## src/rtl/pmh_pkg.sv

```systemverilog
package pmh_pkg;

    localparam int SEL_W  = 2;
    localparam int CODE_W = 3;

    typedef enum logic [SEL_W-1:0] {
        LNK_L0     = 2'd0,
        LNK_L0S    = 2'd1,
        LNK_L1     = 2'd2,
        LNK_MOVING = 2'd3
    } link_sel_e;

    typedef enum logic [1:0] {
        TO_IDLE   = 2'd0,
        TO_NOTIFY = 2'd1,
        TO_ACK    = 2'd2
    } toff_state_e;

    typedef struct packed {
        logic req;
        logic err;
    } wake_res_t;

    localparam logic [CODE_W-1:0] CODE_MOVING = 3'b111;

    function automatic logic [CODE_W-1:0] link_code(link_sel_e s);
        logic [CODE_W-1:0] c;
        case (s)
            LNK_L0:  c = 3'b110;
            LNK_L0S: c = 3'b101;
            LNK_L1:  c = 3'b011;
            default: c = CODE_MOVING;
        endcase
        return c;
    endfunction

    function automatic logic code_stable(logic [CODE_W-1:0] c);
        return $countones(c) == CODE_W - 1;
    endfunction

endpackage

```

## src/rtl/pmh_link_enc.sv

```systemverilog
module pmh_link_enc
    import pmh_pkg::*;
(
    input  logic              clk,
    input  logic              rst,
    input  logic [SEL_W-1:0]  sel_i,
    output logic [CODE_W-1:0] code_o,
    output logic              stable_o
);
    logic [CODE_W-1:0] code_q;

    always_ff @(posedge clk) begin
        if (rst) code_q <= CODE_MOVING;
        else     code_q <= link_code(link_sel_e'(sel_i));
    end

    assign code_o   = code_q;
    assign stable_o = code_stable(code_q);
endmodule

```

## src/rtl/pmh_toff_fsm.sv

```systemverilog
module pmh_toff_fsm
    import pmh_pkg::*;
(
    input  logic clk,
    input  logic rst,
    input  logic notice_i,
    input  logic consent_n_i,
    input  logic accept_i,
    output logic warn_n_o,
    output logic ack_req_o
);
    toff_state_e st_q, st_d;

    always_comb begin
        st_d = st_q;
        case (st_q)
            TO_IDLE:   if (notice_i)     st_d = TO_NOTIFY;
            TO_NOTIFY: if (!consent_n_i) st_d = TO_ACK;
            TO_ACK:    if (accept_i)     st_d = TO_IDLE;
            default:                     st_d = TO_IDLE;
        endcase
    end

    always_ff @(posedge clk) begin
        if (rst) st_q <= TO_IDLE;
        else     st_q <= st_d;
    end

    assign warn_n_o  = (st_q == TO_IDLE);
    assign ack_req_o = (st_q == TO_ACK);
endmodule

```

## src/rtl/pmh_wake_gate.sv

```systemverilog
module pmh_wake_gate
    import pmh_pkg::*;
(
    input  logic      clk,
    input  logic      rst,
    input  logic      wake_n_i,
    input  logic      stable_i,
    input  logic      accept_i,
    output wake_res_t res_o
);
    wake_res_t res_q, res_d;

    always_comb begin
        res_d.err = !wake_n_i && !stable_i;
        if (res_q.req)
            res_d.req = !accept_i;
        else
            res_d.req = !wake_n_i && stable_i;
    end

    always_ff @(posedge clk) begin
        if (rst) res_q <= '0;
        else     res_q <= res_d;
    end

    assign res_o = res_q;
endmodule

```

## src/rtl/pm_turnoff_hs.sv

```systemverilog
module pm_turnoff_hs
    import pmh_pkg::*;
(
    input  logic              clk,
    input  logic              rst,
    input  logic              turnoff_msg_i,
    input  logic              turnoff_ok_n_i,
    output logic              to_turnoff_n_o,
    output logic              ack_req_o,
    input  logic              ack_accept_i,
    input  logic              wake_n_i,
    output logic              pme_req_o,
    input  logic              pme_accept_i,
    output logic              wake_err_o,
    input  logic [SEL_W-1:0]  link_sel_i,
    output logic [CODE_W-1:0] link_state_n_o
);
    logic      stable;
    wake_res_t wres;

    pmh_link_enc u_enc (
        .clk      (clk),
        .rst      (rst),
        .sel_i    (link_sel_i),
        .code_o   (link_state_n_o),
        .stable_o (stable)
    );

    pmh_toff_fsm u_toff (
        .clk         (clk),
        .rst         (rst),
        .notice_i    (turnoff_msg_i),
        .consent_n_i (turnoff_ok_n_i),
        .accept_i    (ack_accept_i),
        .warn_n_o    (to_turnoff_n_o),
        .ack_req_o   (ack_req_o)
    );

    pmh_wake_gate u_wake (
        .clk      (clk),
        .rst      (rst),
        .wake_n_i (wake_n_i),
        .stable_i (stable),
        .accept_i (pme_accept_i),
        .res_o    (wres)
    );

    assign pme_req_o  = wres.req;
    assign wake_err_o = wres.err;
endmodule

```

## config.mk

```make
export PLATFORM = sky130hd
export DESIGN_NAME = pm_turnoff_hs
export DESIGN_NICKNAME = d
export VERILOG_FILES = /design/src/rtl/pmh_pkg.sv /design/src/rtl/pmh_link_enc.sv /design/src/rtl/pmh_toff_fsm.sv /design/src/rtl/pmh_wake_gate.sv /design/src/rtl/pm_turnoff_hs.sv
export SDC_FILE = /design/constraint.sdc
export NUM_CORES = 1
export LEC_CHECK = 0
export ABC_AREA = 1
export BUFFER_PORTS_ARGS = -buffer_cell sky130_fd_sc_hd__clkbuf_2
export CAP_MARGIN = 20
export CORE_AREA = 4 4 41 43
export CTS_CLUSTER_SIZE = 20
export DETAILED_ROUTE_END_ITERATION = 7
export DIE_AREA = 0 0 45 47
export PLACE_DENSITY_LB_ADDON = 0.3
export SYNTH_ARGS = -nofsm -noshare
export SYNTH_HDL_FRONTEND = slang
export SYNTH_HIERARCHICAL = 1
export SYNTH_SLANG_ARGS = --single-unit
```

## constraint.sdc

```tcl
create_clock -name clk -period 1.41 [get_ports clk]
set_input_delay 0.282 -clock clk [delete_from_list [all_inputs] [get_ports clk]]
set_output_delay 0.282 -clock clk [all_outputs]
set_load 0.01 [all_outputs]
```

==> results of run 1 <==
==> final cells by class <==
class	instances	share of cell area (%)
flip-flops and latches	7	34.5
clock buffers	4	6.46
repair buffers	15	18.5
multi-input cells	19	27.7
inverters	9	8.31
well taps	15	4.62
==> synthesized netlist by cell type (all sizes together) <==
cell type / number
nor3: 1
fa: 1
inv: 9
nand3: 3
nand3b: 1
nor2: 4
dfxtp: 7
nand2: 6
a21oi: 3
==> registers in the layout, summed over array words and instances, names as in the netlist <==
register,cells
u_toff/st_q,2
u_wake/res_o,2
u_enc/code_o,3
==> per-layer routing <==
layer  track usage, %  share of wire (%)  vias to the layer above
li1                 -                  -                      143
met1             7.14                 42                      104
met2             11.0                 44                       13
met3             7.28                 14                        0
met4             3.51                  0                        0
met5                0                  0                        -
==> cells by family after synthesis <==
group                    Yosys count
AO/OA/AOI/OAI                      3
AND/OR/NAND/NOR                   15
flip-flops                         7
buffers and inverters              9
adder cells (fa/ha/maj)            1
==> placed cells by master (no fill, tap or decap) <==
cell type	count
fa_1	1
nand3b_1	1
nand2_1	6
dfxtp_1	7
a21oi_1	1
clkbuf_4	3
nor2_2	2
clkbuf_1	1
nor3_1	1
inv_1	9
nor2_1	2
nand3_1	3
clkbuf_2	15
a21oi_2	2
==> path summary, 6_finish.rpt <==
check	endpoint	slack, ps	depth (start not counted)
setup / recovery	ack_req_o	230	3
hold / removal	u_enc/code_o[1]	200	2
setup reg to reg	u_wake/res_o[1]	240	4
hold reg to reg	u_wake/res_o[1]	470	2
==> power by group <==
group	switching (W)	total, W	internal [W]	leakage (nW)
registers	0.00000868	0.000218	0.000210	0.0577
logic	0.0000321	0.0000607	0.0000287	0.140
clock network	0.0000697	0.000177	0.000108	0.0150
==> through the flow <==
step / power (W) / util, %
after floorplan: 0.000254 / -
after CTS: 0.000468 / 31.3
after global placement: 0.000284 / 29.2
after global routing: 0.000497 / 31.3
final: 0.000457 / 31.3
after detailed placement: 0.000285 / 29.2
==> metrics.md, run 1 <==
| Metric | Value |
|---|---|
| Synth warn | 6 |
| Clk slew on worst S/H paths | 50 ps |
| Largest family of logic cells by synthesized area | simple AND/OR/NAND/NOR gates |
| H-tree Lvls | 1 |
| Rel. slew slack | 88.9% |
| Mapped cell area | 287 µm² |
| Num CTS Buffers | 3 |
| Pre-Repair DR Iteration Count | 1 |
| P&R area growth vs syn | 41.9% |
| Setup TNS | 0 ps |
| Drt total wl | 547 µm |
| DIE AREA | 0.00212 mm² |
| TritonCTS clock tree | yes |
| First-pass GRT wire length | 1050 µm |
| Vias | 260 |
| Chip height | 47 µm |
| Outcome | finished, final reports clean |
| Crit path max-delay family | flip-flops |
| Longest Clk Path Bufs | 2 |
| DR vias/cell | 3.77 |
| Final Non-Filler Cells | 69 |
| Final period util | 84.0% |
| Complex-gate fraction of the synthesized area | 7.86% |
| Reg2reg start | u_enc/code_o[0] |
| Starting Density | 22.0% |
| Power per cell area | 1120 mW/mm² |
| Worst slack, placed | 225 ps |
| Ports | 16 |
| Synth top area cells | dfxtp_1, inv_1, nand2_1 |
| Final hold slack | 202 ps |
| Finish-stage setup viols | 0 |
| Critical Path RT | 1130 ps |
| Xor-xnor portion of the synthesized cell area | 0% |
| Top cell type's share of synthesized area | 48.9% |
| Max_cap viols | 0 |
| Placed instance area | 380 µm² |
| Seq cells post-synth | 7 |
| Crit path DAT | 900 ps |
| Slowest-stage cell, CP | dfxtp_1 |
| Design Area, Final | 407 µm² |
| Worst Clk Skew | 2.38 ps |
| Register area | 140 µm² |
| Fmax | 844 MHz |
| Area of the multi-input gates | 113 µm² |
| Static leakage | 0.212 nW |
| CP Launch Point | u_toff/st_q[1] |
| Row count | 13 |
| Critical path launch point type | register |
| DP HPWL | 457 µm |
| Slew @ Worst Pin | 166 ps |
| PnR worst setup slack | 225 ps |
| Buf/Inv on CP | 2 |
| Cell total after placement | 65 |
| Chip Width | 45 µm |
| Initial antenna violation count | 0 |
| Layout Nets | 65 |
| GR Overflow Total | 0 |
| Iter 0 DRT Violations | 0 |
| RSZ-0062 raised after global routing | no |
| Largest net degree at the start of global routing | 7 |
| Mapped Nets | 45 |
| Root Driver | clkbuf_4 |
| Number of nets with antenna violations after routing | 0 |
| Yosys cell types | 11 |
| Crit path cell chain | inv_1 > nor2_1 > clkbuf_2 |
| Antenna diodes | 0 |
| Slowest stage delay, CP | 360 ps |
| Setup crit end kind | output port |
| Worst Setup Path Type | reg2out |
| GP Congestion | 0.662 |
| Area leader, netlist | dfxtp_1 |
| Layout cells sized above 1 | 40.7% |
| DRC errors left | 0 |
| Syn Area/Cell | 8.19 µm² |
| Vias in the first global route | 276 |
| VDD IR max | 714 µV |
| Hold Path Class | in2reg |
| Clock latency on the worst-skew pair | 250 ps |
| Sink Count | 7 |
| Postcts setup bufs | 0 |
| Post-synthesis mux area share | 0% |
| Worst Path Max Fanout | 3 |
| Fin. max-slew vios | 0 |
| CTS Hold Bufs | 0 |
| Simple-gate share of the synthesized area | 24.5% |
| PortBufs | 15 |
| Adder-cell share of the synthesized area | 6.99% |
| Hold path start | link_sel_i[0] |
| Cells after Synth | 35 |
| Total track usage | 7.54% |
| Avg WL per Cell | 7.93 µm |
| Core Area | 0.00130 mm² |
| Cts repair resizes | 0 |
| Hold Vio Cnt, Final | 0 |
| Filler cells | 163 |
| Final critical-path required period | 1180 ps |
| Seq/Total Area, Yosys | 48.9% |
Power figures use the tool's default switching activity.
==> run 2: changes to the inputs <==
clock period = 0.95 ns   (was 1.41 ns; I/O delays follow)
==> run 2 against run 1 <==
Effect of this change:
- the run now ends with setup timing left
- non-clock buffer count increased by 3
- total power increased by 56%
- largest cell class unchanged
- first-iteration DRC count increased by 3
- flip-flop and latch count unchanged
- clock skew increased by 1.2 ps
- die area unchanged
- worst setup slack got worse by 420 ps
- register-to-register slack got worse by 430 ps
==> metrics.md, run 2 (synthesized netlist as in run 1, its figures left out) <==
| Metric | Value |
|---|---|
| DR vias/cell | 3.96 (was 3.77) |
| Outcome | finished with violations (was finished, final reports clean) |
| Max reg flops | 3 (unchanged) |
| Chip height | 47 µm (unchanged) |
| Rel. slew slack | 90.1% (was 88.9%) |
| Static leakage | 0.231 nW (was 0.212 nW) |
| DRC errors left | 0 (unchanged) |
| Antenna diodes | 0 (unchanged) |
| Critical path launch point type | register (unchanged) |
| Most common cell after layout, fill and taps aside | clkbuf_2 (unchanged) |
| Largest net degree at the start of global routing | 7 (unchanged) |
| Final period util | 120% |
| Number of nets with antenna violations after routing | 0 (unchanged) |
| Longest Clk Path Bufs | 2 (unchanged) |
| Max_cap viols | 0 (unchanged) |
| Most frequent cells in the layout | clkbuf_2, inv_1, nand2_1, dfxtp_2 (was clkbuf_2, inv_1, dfxtp_1, nand2_1) |
| PnR worst setup slack | -191 ps (was 225 ps) |
| Finished Core Util | 34.5% (was 31.3%) |
| Drt total wl | 597 µm (was 547 µm) |
| Vias | 285 (was 260) |
| Crit path DAT | 1330 ps (was 900 ps) |
| GP Congestion | 0.581 (was 0.662) |
| Hold Vio Cnt, Final | 0 (unchanged) |
| Iter 0 DRT Violations | 3 (was 0) |
| Failing checks | setup timing |
| Root Driver | clkbuf_4 (unchanged) |
| Ports | 16 (unchanged) |
| Final critical-path required period | 1140 ps |
| Filler cells | 149 (was 163) |
| Fmax | 876 MHz |
| Core Area | 0.00130 mm² (unchanged) |
| VDD IR max | 677 µV (was 714 µV) |
| DP HPWL | 444 µm (was 457 µm) |
| Clock latency on the worst-skew pair | 250 ps (about the same) |
| Clk slew on worst S/H paths | 50 ps (about the same) |
| Placed instance area | 384 µm² (was 380 µm²) |
| Worst slack, placed | -201 ps (was 225 ps) |
| Hold Path Class | in2reg (unchanged) |
| Worst Path Max Fanout | 2 (was 3) |
| Worst Setup Path Type | reg2reg (was reg2out) |
| Setup crit end kind | register (was output port) |
| First-pass GRT wire length | 979 µm (was 1050 µm) |
| Finish-stage setup viols | 4 (was 0) |
| Critical Path RT | 1140 ps (was 1130 ps) |
| GR Overflow Total | 0 (unchanged) |
| P&R area growth vs syn | 56.8% (was 41.9%) |
| PortBufs | 15 (unchanged) |
| Worst Clk Skew | 3.54 ps (was 2.38 ps) |
| Sink Count | 7 (unchanged) |
| DIE AREA | 0.00212 mm² (unchanged) |
| Vias in the first global route | 262 (was 276) |
| TritonCTS clock tree | yes (unchanged) |
| Fin. max-slew vios | 0 (unchanged) |
| Power per cell area | 1590 mW/mm² (was 1120 mW/mm²) |
| Total track usage | 6.97% (was 7.54%) |
| Avg WL per Cell | 8.29 µm (was 7.93 µm) |
| H-tree Lvls | 1 (unchanged) |
| Layout cells sized above 1 | 56.1% (was 40.7%) |
| Row count | 13 (unchanged) |
| Initial antenna violation count | 0 (unchanged) |
| Slew @ Worst Pin | 148 ps (was 166 ps) |
| Layout Nets | 68 (was 65) |
| Starting Density | 22.0% (unchanged) |
| Final Total Pwr | 0.000712 W (was 0.000457 W) |
| Pre-Repair DR Iteration Count | 4 (was 1) |
| Num CTS Buffers | 3 (unchanged) |
| RSZ-0062 raised after global routing | yes (was no) |
| Design Area, Final | 449 µm² (was 407 µm²) |
| Chip Width | 45 µm (unchanged) |
==> run 2: cell count changes in the layout (fill, tap and decap cells not counted) <==
cell      before  now
dfxtp_2        0    5
inv_2          0    1
nor2_4         0    1
buf_4          0    3
clkbuf_2      15   13
nor2_1         2    1
buf_2          0    1
inv_1          9    8
buf_6          0    1
dfxtp_1        7    2
==> run 2: final cells by class <==
class / count / area (µm²) / share of cell area [%]
Clock buffer: 4 / 26.3 / 5.85
Inverter: 9 / 33.8 / 7.52
Multi-Input combinational cell: 19 / 120 / 26.7
Sequential cell: 7 / 146 / 32.6
Tap cell: 15 / 18.8 / 4.18
Timing Repair Buffer: 18 / 104 / 23.1
==> run 2: worst paths after layout <==
| kind | start | endpoint | slack, ps | depth (start not counted) |
|---|---|---|---|---|
| max | u_enc/code_o[0] | u_wake/res_o[1] | -190 | 4 |
| min | link_sel_i[0] | u_enc/code_o[1] | 110 | 2 |
| max reg2reg | u_enc/code_o[0] | u_wake/res_o[1] | -190 | 4 |
| min reg2reg | u_wake/res_o[1] | u_wake/res_o[1] | 480 | 2 |
==> run 2: power by group <==
group	total (W)	internal, W	switching, W
combinational	0.000115	0.0000609	0.0000540
sequential	0.000327	0.000313	0.0000140
clock	0.000270	0.000160	0.000110
==> run 2: routing by layer <==
layer	part of all wire [%]	GRT usage, %	vias to the layer above
met4	0	3.51	0
met1	38	6.88	122
met3	15	5.75	0
met5	0	0	-
li1	-	-	148
met2	47	10.5	15
==> run 2: repair_timing <==
item                                    4_1_cts  5_1_grt
resized for setup                             3        5
buffers inserted                              2        1
pin swaps                                     1        1
endpoints found under the setup margin        4        5
hold buffers                                  0        0
==> run 2: stage by stage <==
stage	instances	setup TNS, ps	hold slack, ps
after CTS	71	-543	100
after floorplan	35	-297	252
final	72	-484	110
after detailed placement	65	-323	364
after global placement	65	-308	361
after global routing	72	-775	109
==> run 2: critical path: stages, from the launching register on <==
cell and delay [ps]:
dfxtp_2 320, fa_1 480, nor2_2 110, nand2_1 70
a21oi_2 110
